<file path="src/rtl/cfgb_pkg.sv">
package cfgb_pkg;
  localparam int DW      = 32;
  localparam int OFF_W   = 3;
  localparam int SZ_W    = 3;
  localparam int BUS_W   = 8;
  localparam int DEV_W   = 5;
  localparam int FN_W    = 3;
  localparam int REG_W   = 12;
  localparam int EAW     = BUS_W + DEV_W + FN_W + REG_W;
  localparam int EN_BIT  = 31;

  typedef enum logic [1:0] {
    ST_IDLE  = 2'd0,
    ST_ISSUE = 2'd1,
    ST_RESP  = 2'd2
  } seq_st_t;

  function automatic logic [DW-1:0] size_mask(input logic [SZ_W-1:0] sz);
    logic [DW-1:0] m;
    case (sz)
      3'd1:    m = {{(DW-8){1'b0}}, 8'hFF};
      3'd2:    m = {{(DW-16){1'b0}}, 16'hFFFF};
      default: m = '1;
    endcase
    return m;
  endfunction
endpackage

</file>
<file path="src/rtl/cfgb_addr_reg.sv">
module cfgb_addr_reg
  import cfgb_pkg::*;
(
  input  logic          clk,
  input  logic          rst_n,
  input  logic          load,
  input  logic [DW-1:0] wdata,
  output logic [DW-1:0] q
);
  logic [DW-1:0] q_d;

  always_comb begin
    q_d = q;
    if (load) q_d = wdata;
  end

  always_ff @(posedge clk or negedge rst_n) begin
    if (!rst_n) q <= '0;
    else        q <= q_d;
  end
endmodule

</file>
<file path="src/rtl/cfgb_decode.sv">
module cfgb_decode
  import cfgb_pkg::*;
(
  input  logic [OFF_W-1:0] off,
  input  logic [SZ_W-1:0]  size,
  input  logic [DW-1:0]    sel_word,
  output logic             hit_sel,
  output logic             full_word,
  output logic             fwd,
  output logic [DW-1:0]    local_rdata,
  output logic [EAW-1:0]   ecam_addr
);
  localparam int BDF_W = BUS_W + DEV_W + FN_W;
  localparam int GAP_W = REG_W - 8;

  logic hit_data;

  always_comb begin
    hit_sel     = (off == '0);
    hit_data    = off[OFF_W-1];
    full_word   = (size == 3'd4);
    fwd         = hit_data && sel_word[EN_BIT];
    local_rdata = (hit_sel && full_word) ? sel_word : '0;
    ecam_addr   = {sel_word[8 +: BDF_W], {GAP_W{1'b0}}, sel_word[7:2], off[1:0]};
  end
endmodule

</file>
<file path="src/rtl/cfgb_seq.sv">
module cfgb_seq
  import cfgb_pkg::*;
(
  input  logic            clk,
  input  logic            rst_n,
  input  logic            up_req,
  input  logic [SZ_W-1:0] up_size,
  input  logic            fwd,
  input  logic [DW-1:0]   local_rdata,
  input  logic            ecam_ready,
  input  logic [DW-1:0]   ecam_rdata,
  output logic            accept,
  output logic            ecam_valid,
  output logic            up_done,
  output logic [DW-1:0]   up_rdata
);
  seq_st_t       st_q, st_d;
  logic [DW-1:0] rd_q, rd_d;

  always_comb begin
    st_d   = st_q;
    rd_d   = rd_q;
    accept = 1'b0;
    case (st_q)
      ST_IDLE: begin
        if (up_req) begin
          accept = 1'b1;
          if (fwd) begin
            st_d = ST_ISSUE;
          end else begin
            st_d = ST_RESP;
            rd_d = local_rdata;
          end
        end
      end
      ST_ISSUE: begin
        if (ecam_ready) begin
          st_d = ST_RESP;
          rd_d = ecam_rdata & size_mask(up_size);
        end
      end
      default: st_d = ST_IDLE;
    endcase
  end

  always_ff @(posedge clk or negedge rst_n) begin
    if (!rst_n) begin
      st_q <= ST_IDLE;
      rd_q <= '0;
    end else begin
      st_q <= st_d;
      rd_q <= rd_d;
    end
  end

  assign ecam_valid = (st_q == ST_ISSUE);
  assign up_done    = (st_q == ST_RESP);
  assign up_rdata   = rd_q;


  done_pulse_chk: assert property (@(posedge clk) disable iff (!rst_n)
    up_done |=> !up_done);


  hold_until_ready_chk: assert property (@(posedge clk) disable iff (!rst_n)
    (ecam_valid && !ecam_ready) |=> ecam_valid);


  done_after_hs_chk: assert property (@(posedge clk) disable iff (!rst_n)
    (ecam_valid && ecam_ready) |=> (up_done && !ecam_valid));


  byte_ext_chk: assert property (@(posedge clk) disable iff (!rst_n)
    (up_done && up_size == 3'd1) |-> (up_rdata[DW-1:8] == '0));
endmodule

</file>
<file path="src/rtl/cfg_port_bridge.sv">
module cfg_port_bridge
  import cfgb_pkg::*;
(
  input  logic             clk,
  input  logic             rst_n,
  input  logic             up_req,
  input  logic             up_we,
  input  logic [OFF_W-1:0] up_off,
  input  logic [SZ_W-1:0]  up_size,
  input  logic [DW-1:0]    up_wdata,
  output logic [DW-1:0]    up_rdata,
  output logic             up_done,
  output logic             ecam_valid,
  input  logic             ecam_ready,
  output logic             ecam_we,
  output logic [EAW-1:0]   ecam_addr,
  output logic [SZ_W-1:0]  ecam_size,
  output logic [DW-1:0]    ecam_wdata,
  input  logic [DW-1:0]    ecam_rdata
);
  logic [1:0]    rst_sync_q;
  logic          rst_int_n;
  logic [DW-1:0] sel_word;
  logic          hit_sel, full_word, fwd, accept, sel_load;
  logic [DW-1:0] local_rdata;

  always_ff @(posedge clk or negedge rst_n) begin
    if (!rst_n) rst_sync_q <= 2'b00;
    else        rst_sync_q <= {rst_sync_q[0], 1'b1};
  end
  assign rst_int_n = rst_sync_q[1];

  assign sel_load = accept && up_we && hit_sel && full_word;

  cfgb_addr_reg u_sel (
    .clk   (clk),
    .rst_n (rst_int_n),
    .load  (sel_load),
    .wdata (up_wdata),
    .q     (sel_word)
  );

  cfgb_decode u_dec (
    .off         (up_off),
    .size        (up_size),
    .sel_word    (sel_word),
    .hit_sel     (hit_sel),
    .full_word   (full_word),
    .fwd         (fwd),
    .local_rdata (local_rdata),
    .ecam_addr   (ecam_addr)
  );

  cfgb_seq u_seq (
    .clk         (clk),
    .rst_n       (rst_int_n),
    .up_req      (up_req),
    .up_size     (up_size),
    .fwd         (fwd),
    .local_rdata (local_rdata),
    .ecam_ready  (ecam_ready),
    .ecam_rdata  (ecam_rdata),
    .accept      (accept),
    .ecam_valid  (ecam_valid),
    .up_done     (up_done),
    .up_rdata    (up_rdata)
  );

  assign ecam_we    = up_we;
  assign ecam_size  = up_size;
  assign ecam_wdata = up_wdata;


  sel_hold_chk: assert property (@(posedge clk) disable iff (!rst_int_n)
    !(up_req && up_we && up_off == '0 && up_size == 3'd4) |=> $stable(sel_word));


  no_req_disabled_chk: assert property (@(posedge clk) disable iff (!rst_int_n)
    ecam_valid |-> sel_word[EN_BIT]);


  lane_chk: assert property (@(posedge clk) disable iff (!rst_int_n)
    ecam_valid |-> (ecam_addr[1:0] == up_off[1:0] && up_off[2]));


  addr_stable_chk: assert property (@(posedge clk) disable iff (!rst_int_n)
    (ecam_valid && !ecam_ready) |=> $stable(ecam_addr));
endmodule

</file>
<file path="config.mk">
export PLATFORM = sky130hd
export DESIGN_NAME = cfg_port_bridge
export DESIGN_NICKNAME = d
export VERILOG_FILES = /design/src/rtl/cfgb_pkg.sv /design/src/rtl/cfgb_addr_reg.sv /design/src/rtl/cfgb_decode.sv /design/src/rtl/cfgb_seq.sv /design/src/rtl/cfg_port_bridge.sv
export SDC_FILE = /design/constraint.sdc
export NUM_CORES = 1
export LEC_CHECK = 0
export BUFFER_PORTS_ARGS = -buffer_cell sky130_fd_sc_hd__buf_4
export CORE_ASPECT_RATIO = 0.8
export CORE_UTILIZATION = 45
export DETAILED_ROUTE_END_ITERATION = 8
export GPL_ROUTABILITY_DRIVEN = 0
export GPL_TIMING_DRIVEN = 1
export PLACE_DENSITY_LB_ADDON = 0.1
export SYNTH_ARGS = -nofsm -noshare
export SYNTH_HDL_FRONTEND = slang
export SYNTH_SLANG_ARGS = --single-unit
</file>
<file path="constraint.sdc">
create_clock -name clk -period 2.6 [get_ports clk]
set_input_delay 0.39 -clock clk [delete_from_list [all_inputs] [get_ports clk]]
set_output_delay 0.39 -clock clk [all_outputs]
set_load 0.01 [all_outputs]
</file>
# After elaboration in Yosys (flattened, before gate mapping)
# Cells that the tools add are included.
# word_totals
out_inout_bits,98
regBits,68
# op_classes
mux,14
eq_ne,8
bitwise_logic,1
n_reduce_logical,10
# op_table
cell,count
32-bit two-way mux,6
32-bit case mux with 2 select lines,2
32-bit bitwise AND,1
2-bit two-way mux,3
1-bit logical AND,5
2-bit != test (second input constant),2
2-bit case mux with 2 select lines,1
4-bit AND reduction,1
3-bit by 1-bit == test with 1-bit output (second input constant),1
3-bit by 2-bit == test with 1-bit output (second input constant),1
3-bit == test (second input constant),1
3-bit zero test,1
2-bit by 1-bit == test with 1-bit output (second input constant),1
2-bit == test (second input constant),1
2-bit zero test,1
1-bit two-way mux,2
2-bit by 1-bit != test with 1-bit output (second input constant),1
2-bit AND reduction,1
2-bit nonzero test,1

# Depth between registers and ports, before layout
# Gate-level depths: netlist (run 1).
# logic_depth
depth_word,7
ltp_mapped,8
mapped_depth_nobuf,5

# Cells and area by module
# Synthesis (run 1) repeated with hierarchy kept, for this count alone.
# hier_totals
hier_cells,345
area_unflattened_um2,4065.1
# by_module_without_submodules
mod,area_per_inst_um2,n_inst,cells_per_inst
cfgb_seq,1853.0,1,166
cfgb_addr_reg,1345.0,1,68
cfgb_decode,534.3,1,71
cfg_port_bridge,332.8,1,40

# Worst setup path after synthesis (run 1)
# Ideal clock, no wire load.
# synth_timing
path_type,in2reg
startpoint,input up_size[0]
endpoint,register u_sel.q[10]
required_time_ns,2.475
arrival_time_ns,2.412
slack_ns,0.063
path_buffers,3
cell_stages,7
cell_sequence,or4b_1 or3_1 buf_2 or4_4 buf_6 buf_12 mux2_4
# synth_via
elab_chain_len,2
# synth_rtl
item,line_no,rtl
"start, declared",cfg_port_bridge.sv:9,"input logic [SZ_W-1:0] up_size,"
3-bit == test,cfgb_decode.sv:21,full_word = (size == 3'd4);
1-bit logical AND,cfg_port_bridge.sv:33,assign sel_load = accept && up_we && hit_sel && full_word;
"end signal, assigned",cfgb_addr_reg.sv:19,else q <= q_d;
"end, declared",cfgb_addr_reg.sv:8,output logic [DW-1:0] q
# No other way between the ends.
# A chain may end at the register's enable or synchronous reset.

# Worst setup path after layout (run 1)
# layout_timing
startpoint,input up_size[0]
endpoint,register u_sel.q[17]
# Same word-level chain as after synthesis.

==> flow_metrics.py, run 1 <==
metrics = {
    "synthesis": {
        "seq_area_frac_synth": 0.479,
        "synth-simple-area-share": 0.0369,
        "synth_seq_cells": 68,
        "synth.area.mux_share": 0.234,
        "synth.area.top_cells": "dfrtp_1 (48%), buf_4 (14%), mux2_4 (13%), mux2_2 (11%), a22o_1 (5.9%)",
        "synth_top_cell_by_area": "dfrtp_1",
        "avgSynthCellArea_um2": 12.8,
        "synth_warnings": 0,
        "yosysTopAreaCellShare": 0.479,
        "netlist_area_mm2": 0.00356,
        "synthXorXnorAreaFrac": 0.00246,
        "synth_top_family_by_area": "multiplexers",
        "syn_inst": 278,
        "synth_adder_area_share": 0,
        "synth_cell_types": 25,
        "synth_compound_gate_area_share": 0.0785,
    },
    "power_and_ir_drop": {
        "internal_power_mw": 1.95,
        "power_switching_uw": 591,
        "ir_worst_vdd_mv": 0.334,
        "power_leakage_nw": 2.60,
        "comb_power_share": 0.135,
        "swShare": 0.233,
        "power.density_mw_per_mm2": 534,
        "clock_power_share": 0.418,
        "seqPwrFrac": 0.447,
    },
    "route": {
        "drt_iter0_drc": 76,
        "totalWireLength_um": 7980,
        "drc": 0,
        "dr.pass1.iters": 4,
        "wl_per_cell_um": 15.8,
        "viasPerCell": 4.81,
        "vias": 2425,
        "ant_nets": 0,
    },
    "global_routing": {
        "grt_pass1_vias": 2316,
        "gr-total-overflow": 0,
        "grt_max_degree": 34,
        "antenna_found_initial": 0,
        "grt_use_total": 0.200,
        "grt_pass1_wl_um": 12200,
    },
    "layout": {
        "nNetsFinal": 469,
        "antennaDiodeCount": 0,
        "mostFrequentLayoutCell": "buf_4",
        "mostFrequentLayoutCells": "buf_4 (175), dfrtp_1 (67), mux2_2 (34)",
        "seqCellArea_mm2": 0.00170,
        "drive_gt1_frac": 0.657,
        "multi_input_area_mm2": 0.00128,
        "fin_area_mm2": 0.00476,
        "num-fill-cells": 605,
        "area.growth.synth_to_final_pct": 33.8,
        "fin_cells": 504,
    },
    "timing": {
        "fmax_mhz": 446,
        "fin_worst_skew_ns": 0.00899,
        "drv_slew": 0,
        "rsz0062_at_grt": "no",
        "min_period_over_period": 0.863,
        "period_needed_ns": 2.24,
        "tightest_slew_ns": 0.751,
        "tns_ns": 0,
        "maxSlewHeadroom": 0.499,
        "hold_violations": 0,
        "setup_viol": 0,
    },
    "status": {
        "status": "complete, no violations",
    },
    "setup_path": {
        "crit_type": "in -> reg",
        "cp.arrival_ns": 2.46,
        "crit_fanout": 18,
        "crit_path_end_kind": "flop",
        "cp_data_required_time_ns": 2.82,
        "start_kind": "input pin",
        "r2r_cells": 5,
    },
    "die": {
        "ioPinCount": 173,
        "die_y_um": 81.5,
        "start_util": 0.472,
        "die_area_mm2": 0.00826,
        "placement_rows": 28,
        "core_area_mm2": 0.00753,
        "dieWidth_um": 101,
    },
    "hold_path": {
        "hold_class": "in -> reg",
        "hold_depth": 2,
    },
    "placement": {
        "io_buffer_count": 168,
        "place_area_mm2": 0.00450,
        "place_inst": 487,
        "hpwl_um": 5840,
    },
    "clock_network": {
        "root_buffer": "clkbuf_8",
        "clk_path_buf_depth": 2,
        "numCtsBuffers": 9,
        "clk_latency_ns": 0.34,
        "clock-sinks": 68,
        "cts.htree.levels": 3,
        "ctsResizeCount": 0,
        "post-cts-setup-buffer-count": 0,
        "clk_pin_slew_ns": 0.08,
        "tritoncts": "built",
    },
    "run": {
        "drv_cap": 0,
    },
}
## per-layer routing
metal	wire, um	GRT usage
met4	51	0.0391
met1	3650	0.264
met5	0	0
met2	3750	0.330
met3	524	0.0579
## worst paths after layout
check	startpoint	to	slack (ns)
min in group asynchronous	rst_sync_q[1]	u_sel.q[30]	0.33
max	up_size[0]	u_sel.q[17]	0.36
min	up_wdata[29]	u_sel.q[29]	0.29
max in group asynchronous	rst_sync_q[1]	u_sel.q[24]	1.46
max reg2reg	u_seq.st_q[1]	u_seq.up_rdata[22]	0.51
min reg2reg	rst_sync_q[1]	u_sel.q[30]	0.33
## synthesized netlist by cell type
| cell type | count |
|---|---|
| a32oi_1 | 1 |
| nand2b_1 | 1 |
| a22oi_1 | 1 |
| buf_4 | 64 |
| xnor2_1 | 1 |
| a21oi_1 | 1 |
| o21a_1 | 1 |
| conb_1 | 2 |
| buf_2 | 1 |
| nand2_1 | 18 |
| mux2_4 | 30 |
| nor2b_1 | 2 |
| or4_4 | 1 |
| clkbuf_1 | 8 |
| nor4_1 | 1 |
| or4b_1 | 1 |
| a22o_1 | 24 |
| or3_1 | 1 |
| buf_6 | 1 |
| o21ai_0 | 8 |
| mux2_2 | 34 |
| dfrtp_1 | 68 |
| inv_1 | 2 |
| nor2_1 | 3 |
| buf_12 | 3 |
## worst max-delay path: stages
cell	delay, ns
buf_4	0.11
or4b_1	0.56
or3_1	0.36
or4_4	0.54
buf_12	0.20
mux2_4	0.30
## registers in the layout (all words and copies together) (netlist names)
register / cells
rst_sync_q: 2
u_sel.q: 32
u_seq.st_q: 2
u_seq.up_rdata: 32
## per-stage QoR
stage               total power [mW]  hold slack, ns  utilization  worst slack, ns
floorplan                       1.35          0.0944            -           0.0629
global placement                1.50           0.174        0.598           0.0156
detailed placement              1.50           0.174        0.598           0.0168
CTS                             2.57           0.269        0.632            0.370
global route                    2.64           0.266        0.632            0.310
finish                          2.54           0.287        0.632            0.357
## cell families (layout without fill, tap and decap cells)
group | after synthesis | after routing
multiplexers | 64 | 64
flip-flops | 68 | 68
other | 2 | 5
buffers and inverters | 79 | 197
XOR/XNOR | 1 | 1
AND/OR/NAND/NOR | 28 | 28
AO/OA/AOI/OAI | 36 | 36
## area by class of cell
cell class	instances	area share
clock buffer	9	0.0260
clock inverter	7	0.0260
inverter	2	0.00158
multi-input combinational	134	0.270
sequential	68	0.358
tap	105	0.0276
timing repair buffer	179	0.291
## timing repair
action | 4_1_cts | 5_1_grt
setup endpoints to repair | 0 | 0
hold buffers | 1 | 0
endpoints found under the hold margin | 2 | 0
## power groups by stage
stage	registers [mW]	clock network, mW	logic [mW]
finish	1.14	1.06	0.342
global route	1.14	1.13	0.369
CTS	1.14	1.09	0.347
detailed placement	1.16	0	0.345
global placement	1.16	0	0.341
floorplan	1.15	0	0.197
No activity file was read; power rests on OpenSTA's default activity.
==> run 2, diff against run 1 <==
--- a/config.mk
+++ b/config.mk
@@ -11,7 +11,7 @@
 export DETAILED_ROUTE_END_ITERATION = 8
 export GPL_ROUTABILITY_DRIVEN = 0
 export GPL_TIMING_DRIVEN = 1
-export PLACE_DENSITY_LB_ADDON = 0.1
+export PLACE_DENSITY = 0.78
 export SYNTH_ARGS = -nofsm -noshare
 export SYNTH_HDL_FRONTEND = slang
 export SYNTH_SLANG_ARGS = --single-unit
==> flow_metrics.py, run 2 (synthesis gave the netlist of run 1 again) <==
metrics = {
    "status": {
        "status": "complete, no violations",
    },
    "layout": {
        "drive_gt1_frac": 0.654,
        "num-fill-cells": 635,
        "mostFrequentLayoutCells": "buf_4 (176), dfrtp_1 (67), mux2_2 (34)",
        "antennaDiodeCount": 0,
        "area.growth.synth_to_final_pct": 32.1,
        "fin_util": 0.624,
        "mostFrequentLayoutCell": "buf_4",
        "fin_cells": 504,
        "nNetsFinal": 470,
    },
    "clock_network": {
        "clk_pin_slew_ns": 0.07,
        "tritoncts": "built",
        "ctsResizeCount": 0,
        "clk_latency_ns": 0.33,
        "numCtsBuffers": 9,
        "cts.htree.levels": 3,
        "root_buffer": "clkbuf_8",
        "clk_path_buf_depth": 2,
        "clock-sinks": 68,
    },
    "timing": {
        "maxSlewHeadroom": 0.498,
        "rsz0062_at_grt": "no",
        "tightest_slew_ns": 0.754,
        "tns_ns": 0,
        "hold_violations": 0,
        "fin_worst_skew_ns": 0.0116,
        "drv_slew": 0,
        "fmax_mhz": 439,
        "period_needed_ns": 2.28,
        "holdWs_ns": 0.297,
        "min_period_over_period": 0.876,
        "setup_viol": 0,
    },
    "route": {
        "drt_iter0_drc": 31,
        "wl_per_cell_um": 16.3,
        "totalWireLength_um": 8210,
        "drc": 0,
        "vias": 2473,
        "dr.pass1.iters": 4,
        "viasPerCell": 4.91,
        "ant_nets": 0,
    },
    "setup_path": {
        "crit_path_end_kind": "flop",
        "cp.arrival_ns": 2.49,
        "start_kind": "input pin",
        "crit_fanout": 19,
        "crit_type": "in -> reg",
        "cp_data_required_time_ns": 2.81,
    },
    "hold_path": {
        "hold_class": "in -> reg",
    },
    "placement": {
        "place_inst": 488,
        "io_buffer_count": 168,
        "hpwl_um": 6250,
    },
    "power_and_ir_drop": {
        "power_leakage_nw": 2.58,
        "ir_worst_vdd_mv": 0.246,
        "power.density_mw_per_mm2": 484,
    },
    "die": {
        "die_y_um": 81.5,
        "start_util": 0.472,
        "ioPinCount": 173,
        "core_area_mm2": 0.00753,
        "placement_rows": 28,
        "die_area_mm2": 0.00826,
        "dieWidth_um": 101,
    },
    "global_routing": {
        "grt_use_total": 0.205,
        "gr-total-overflow": 0,
        "antenna_found_initial": 0,
        "grt_pass1_wl_um": 12500,
        "grt_pass1_vias": 2429,
        "grt_max_degree": 36,
    },
    "run": {
        "drv_cap": 0,
    },
}
-- run 2: report_power, final --
| part | internal (mW) | switching [mW] | leakage [nW] | total, mW |
|---|---|---|---|---|
| clock | 0.417 | 0.373 | 0.0953 | 0.790 |
| sequential | 1.10 | 0.0427 | 0.935 | 1.14 |
| combinational | 0.211 | 0.132 | 1.55 | 0.343 |
| total | 1.72 | 0.548 | 2.58 | 2.27 |
-- run 2: worst paths after layout --
path	slack [ns]	endpoint	cells past startpoint	start
max	0.32	u_sel.q[9]	6	up_size[0]
min	0.30	u_sel.q[30]	2	up_wdata[30]
max reg2reg	0.53	u_seq.up_rdata[22]	5	u_seq.st_q[1]
min reg2reg	0.34	u_seq.up_rdata[29]	0	rst_sync_q[1]
max in group asynchronous	1.59	u_sel.q[25]	1	rst_sync_q[1]
min in group asynchronous	0.34	u_seq.up_rdata[29]	0	rst_sync_q[1]
-- run 2: timing repair --
action | 4_1_cts | 5_1_grt
endpoints found under the hold margin | 2 | 0
hold buffers | 1 | 0
setup buffers | 0 | 0
-- run 2: worst max-delay path, stage by stage --
cell and delay [ns]:
buf_4 0.11, or4b_1 0.57, or3_1 0.36, or4_4 0.54, buf_12 0.20, mux2_4 0.31
-- run 2: metrics by stage --
step	setup WS [ns]	power (mW)	instance area, um2
2_1_floorplan	0.0629	1.35	3570
3_3_place_gp	0.00411	1.50	4510
3_5_place_dp	-0.0108	1.51	4510
4_1_cts	0.328	2.30	4700
5_1_grt	0.275	2.38	4700
6_report	0.323	2.27	4700
-- run 2: final cells by class --
cell class              count  area (um2)  share of cell area
flip-flops and latches     68        1700               0.363
repair buffers            180        1390               0.296
multi-input cells         134        1280               0.274
clock buffers              13         169              0.0360
well taps                 105         131              0.0280
clock inverters             2        10.0             0.00213
inverters                   2        7.51             0.00160
-- run 2: layer usage --
metal	track usage	part of all wire	vias up
li1	-	-	1132
met1	0.253	0.42	1220
met2	0.352	0.50	113
met3	0.0604	0.066	8
met4	0.0580	0.012	0
met5	0	0	-
==> run 3, diff against run 2 <==
--- a/config.mk
+++ b/config.mk
@@ -11,7 +11,7 @@
 export DETAILED_ROUTE_END_ITERATION = 8
 export GPL_ROUTABILITY_DRIVEN = 0
 export GPL_TIMING_DRIVEN = 1
-export PLACE_DENSITY = 0.78
+export PLACE_DENSITY = 0.76
 export SYNTH_ARGS = -nofsm -noshare
 export SYNTH_HDL_FRONTEND = slang
 export SYNTH_SLANG_ARGS = --single-unit
==> flow_metrics.py, run 3 (synthesis gave the netlist of run 1 again) <==
metrics = {
    "status": {
        "status": "complete, no violations",
    },
    "global_routing": {
        "antenna_found_initial": 0,
        "grt_max_degree": 35,
        "grt_pass1_vias": 2491,
        "grt_use_total": 0.207,
        "grt_pass1_wl_um": 12700,
        "gr-total-overflow": 0,
    },
    "layout": {
        "drive_gt1_frac": 0.656,
        "mostFrequentLayoutCell": "buf_4",
        "antennaDiodeCount": 0,
        "mostFrequentLayoutCells": "buf_4 (173), dfrtp_1 (67), mux2_2 (34)",
        "area.growth.synth_to_final_pct": 33.0,
        "nNetsFinal": 468,
        "fin_cells": 503,
        "num-fill-cells": 618,
        "fin_area_mm2": 0.00473,
    },
    "timing": {
        "min_period_over_period": 0.879,
        "fmax_mhz": 437,
        "period_needed_ns": 2.29,
        "tightest_slew_ns": 0.732,
        "rsz0062_at_grt": "no",
        "hold_violations": 0,
        "drv_slew": 0,
        "setup_viol": 0,
        "maxSlewHeadroom": 0.512,
        "fin_worst_skew_ns": 0.0103,
    },
    "route": {
        "drt_iter0_drc": 55,
        "totalWireLength_um": 8130,
        "vias": 2470,
        "ant_nets": 0,
        "wl_per_cell_um": 16.2,
        "drc": 0,
        "dr.pass1.iters": 4,
        "viasPerCell": 4.91,
    },
    "die": {
        "start_util": 0.472,
        "placement_rows": 28,
        "die_y_um": 81.5,
        "core_area_mm2": 0.00753,
        "dieWidth_um": 101,
        "ioPinCount": 173,
        "die_area_mm2": 0.00826,
    },
    "setup_path": {
        "cp_data_required_time_ns": 2.82,
        "rrSetupSlack_ns": 0.52,
        "startpoint": "up_size[0]",
        "crit_type": "in -> reg",
        "start_kind": "input pin",
        "r2r_cells": 5,
        "timing.rr.start": "u_seq.st_q[1]",
        "crit_fanout": 18,
        "rr_endpoint": "u_seq.up_rdata[30]",
        "cp.arrival_ns": 2.51,
        "crit_path_end_kind": "flop",
    },
    "power_and_ir_drop": {
        "ir_worst_vdd_mv": 0.384,
        "power_leakage_nw": 2.59,
        "power.density_mw_per_mm2": 513,
    },
    "clock_network": {
        "numCtsBuffers": 9,
        "ctsResizeCount": 0,
        "cts.htree.levels": 3,
        "clk_latency_ns": 0.34,
        "root_buffer": "clkbuf_8",
        "clk_pin_slew_ns": 0.08,
        "clock-sinks": 68,
        "tritoncts": "built",
        "clk_path_buf_depth": 2,
    },
    "placement": {
        "hpwl_um": 6050,
        "place_area_mm2": 0.00451,
        "place_inst": 486,
        "io_buffer_count": 168,
    },
    "hold_path": {
        "hold_end": "u_sel.q[1]",
        "hold_depth": 2,
        "hold_class": "in -> reg",
        "min_from": "up_wdata[1]",
    },
    "run": {
        "drv_cap": 0,
    },
}
==> run 3: cell count changes in the layout (fill, tap and decap cells not counted) <==
| cell | before | now |
|---|---|---|
| buf_4 | 176 | 173 |
| bufinv_16 | 0 | 2 |
| clkbuf_1 | 1 | 0 |
| clkinvlp_4 | 0 | 1 |
| clkinv_4 | 0 | 1 |
| buf_12 | 3 | 4 |
| clkbuf_8 | 12 | 9 |
| clkinv_2 | 2 | 3 |
==> run 3: final cells by class <==
class	count	area (um2)	share of cell area
well taps	105	131	0.0278
flip-flops and latches	68	1700	0.360
multi-input cells	134	1280	0.272
clock inverters	7	91.3	0.0193
clock buffers	9	124	0.0262
inverters	2	7.51	0.00159
repair buffers	178	1390	0.294
==> run 3: how the worst max path moves through the flow <==
stage	endpoint	slack (ns)	cells after the start
6_report	u_sel.q[9]	0.31	6
5_1_grt	u_sel.q[9]	0.30	6
4_1_cts	u_sel.q[9]	0.33	6
3_5_place_dp	u_sel.q[9]	-0.02	6
3_3_place_gp	u_sel.q[16]	-0.001	6
2_1_floorplan	u_sel.q[10]	0.06	7
==> run 3: critical path: stages <==
cell and delay [ns]:
buf_4 0.11, or4b_1 0.58, or3_1 0.37, or4_4 0.55, buf_12 0.19, mux2_4 0.31
==> run 3: what timing repair did <==
| item | 4_1_cts | 5_1_grt |
|---|---|---|
| hold buffers | 1 | 0 |
| endpoints found under the setup margin | 0 | 0 |
| endpoints found under the hold margin | 2 | 0 |
| buffers inserted | 0 | 0 |
==> run 3: report_power, final <==
part           switching, mW  total (mW)  internal, mW  leakage, nW
sequential            0.0424        1.14          1.10        0.935
clock                  0.407       0.943         0.536        0.109
combinational          0.131       0.343         0.212         1.55
total                  0.580        2.42          1.84         2.59
==> run 3: per-layer routing <==
layer	global-route usage	vias to the layer above	wire, um
li1	-	1125	-
met1	0.257	1222	3430
met2	0.350	116	3970
met3	0.0596	7	664
met4	0.0667	0	69
met5	0	-	0
==> run 3: through the flow <==
| step | setup slack [ns] | utilization | hold slack [ns] | total power [mW] | TNS (ns) |
|---|---|---|---|---|---|
| final | 0.314 | 0.628 | 0.284 | 2.42 | 0 |
| after global routing | 0.295 | 0.628 | 0.265 | 2.53 | 0 |
| after CTS | 0.332 | 0.628 | 0.268 | 2.46 | 0 |
| after detailed placement | -0.0249 | 0.598 | 0.173 | 1.50 | -0.302 |
| after global placement | -0.00145 | 0.598 | 0.173 | 1.50 | -0.0110 |
| after floorplan | 0.0629 | - | 0.0944 | 1.35 | 0 |
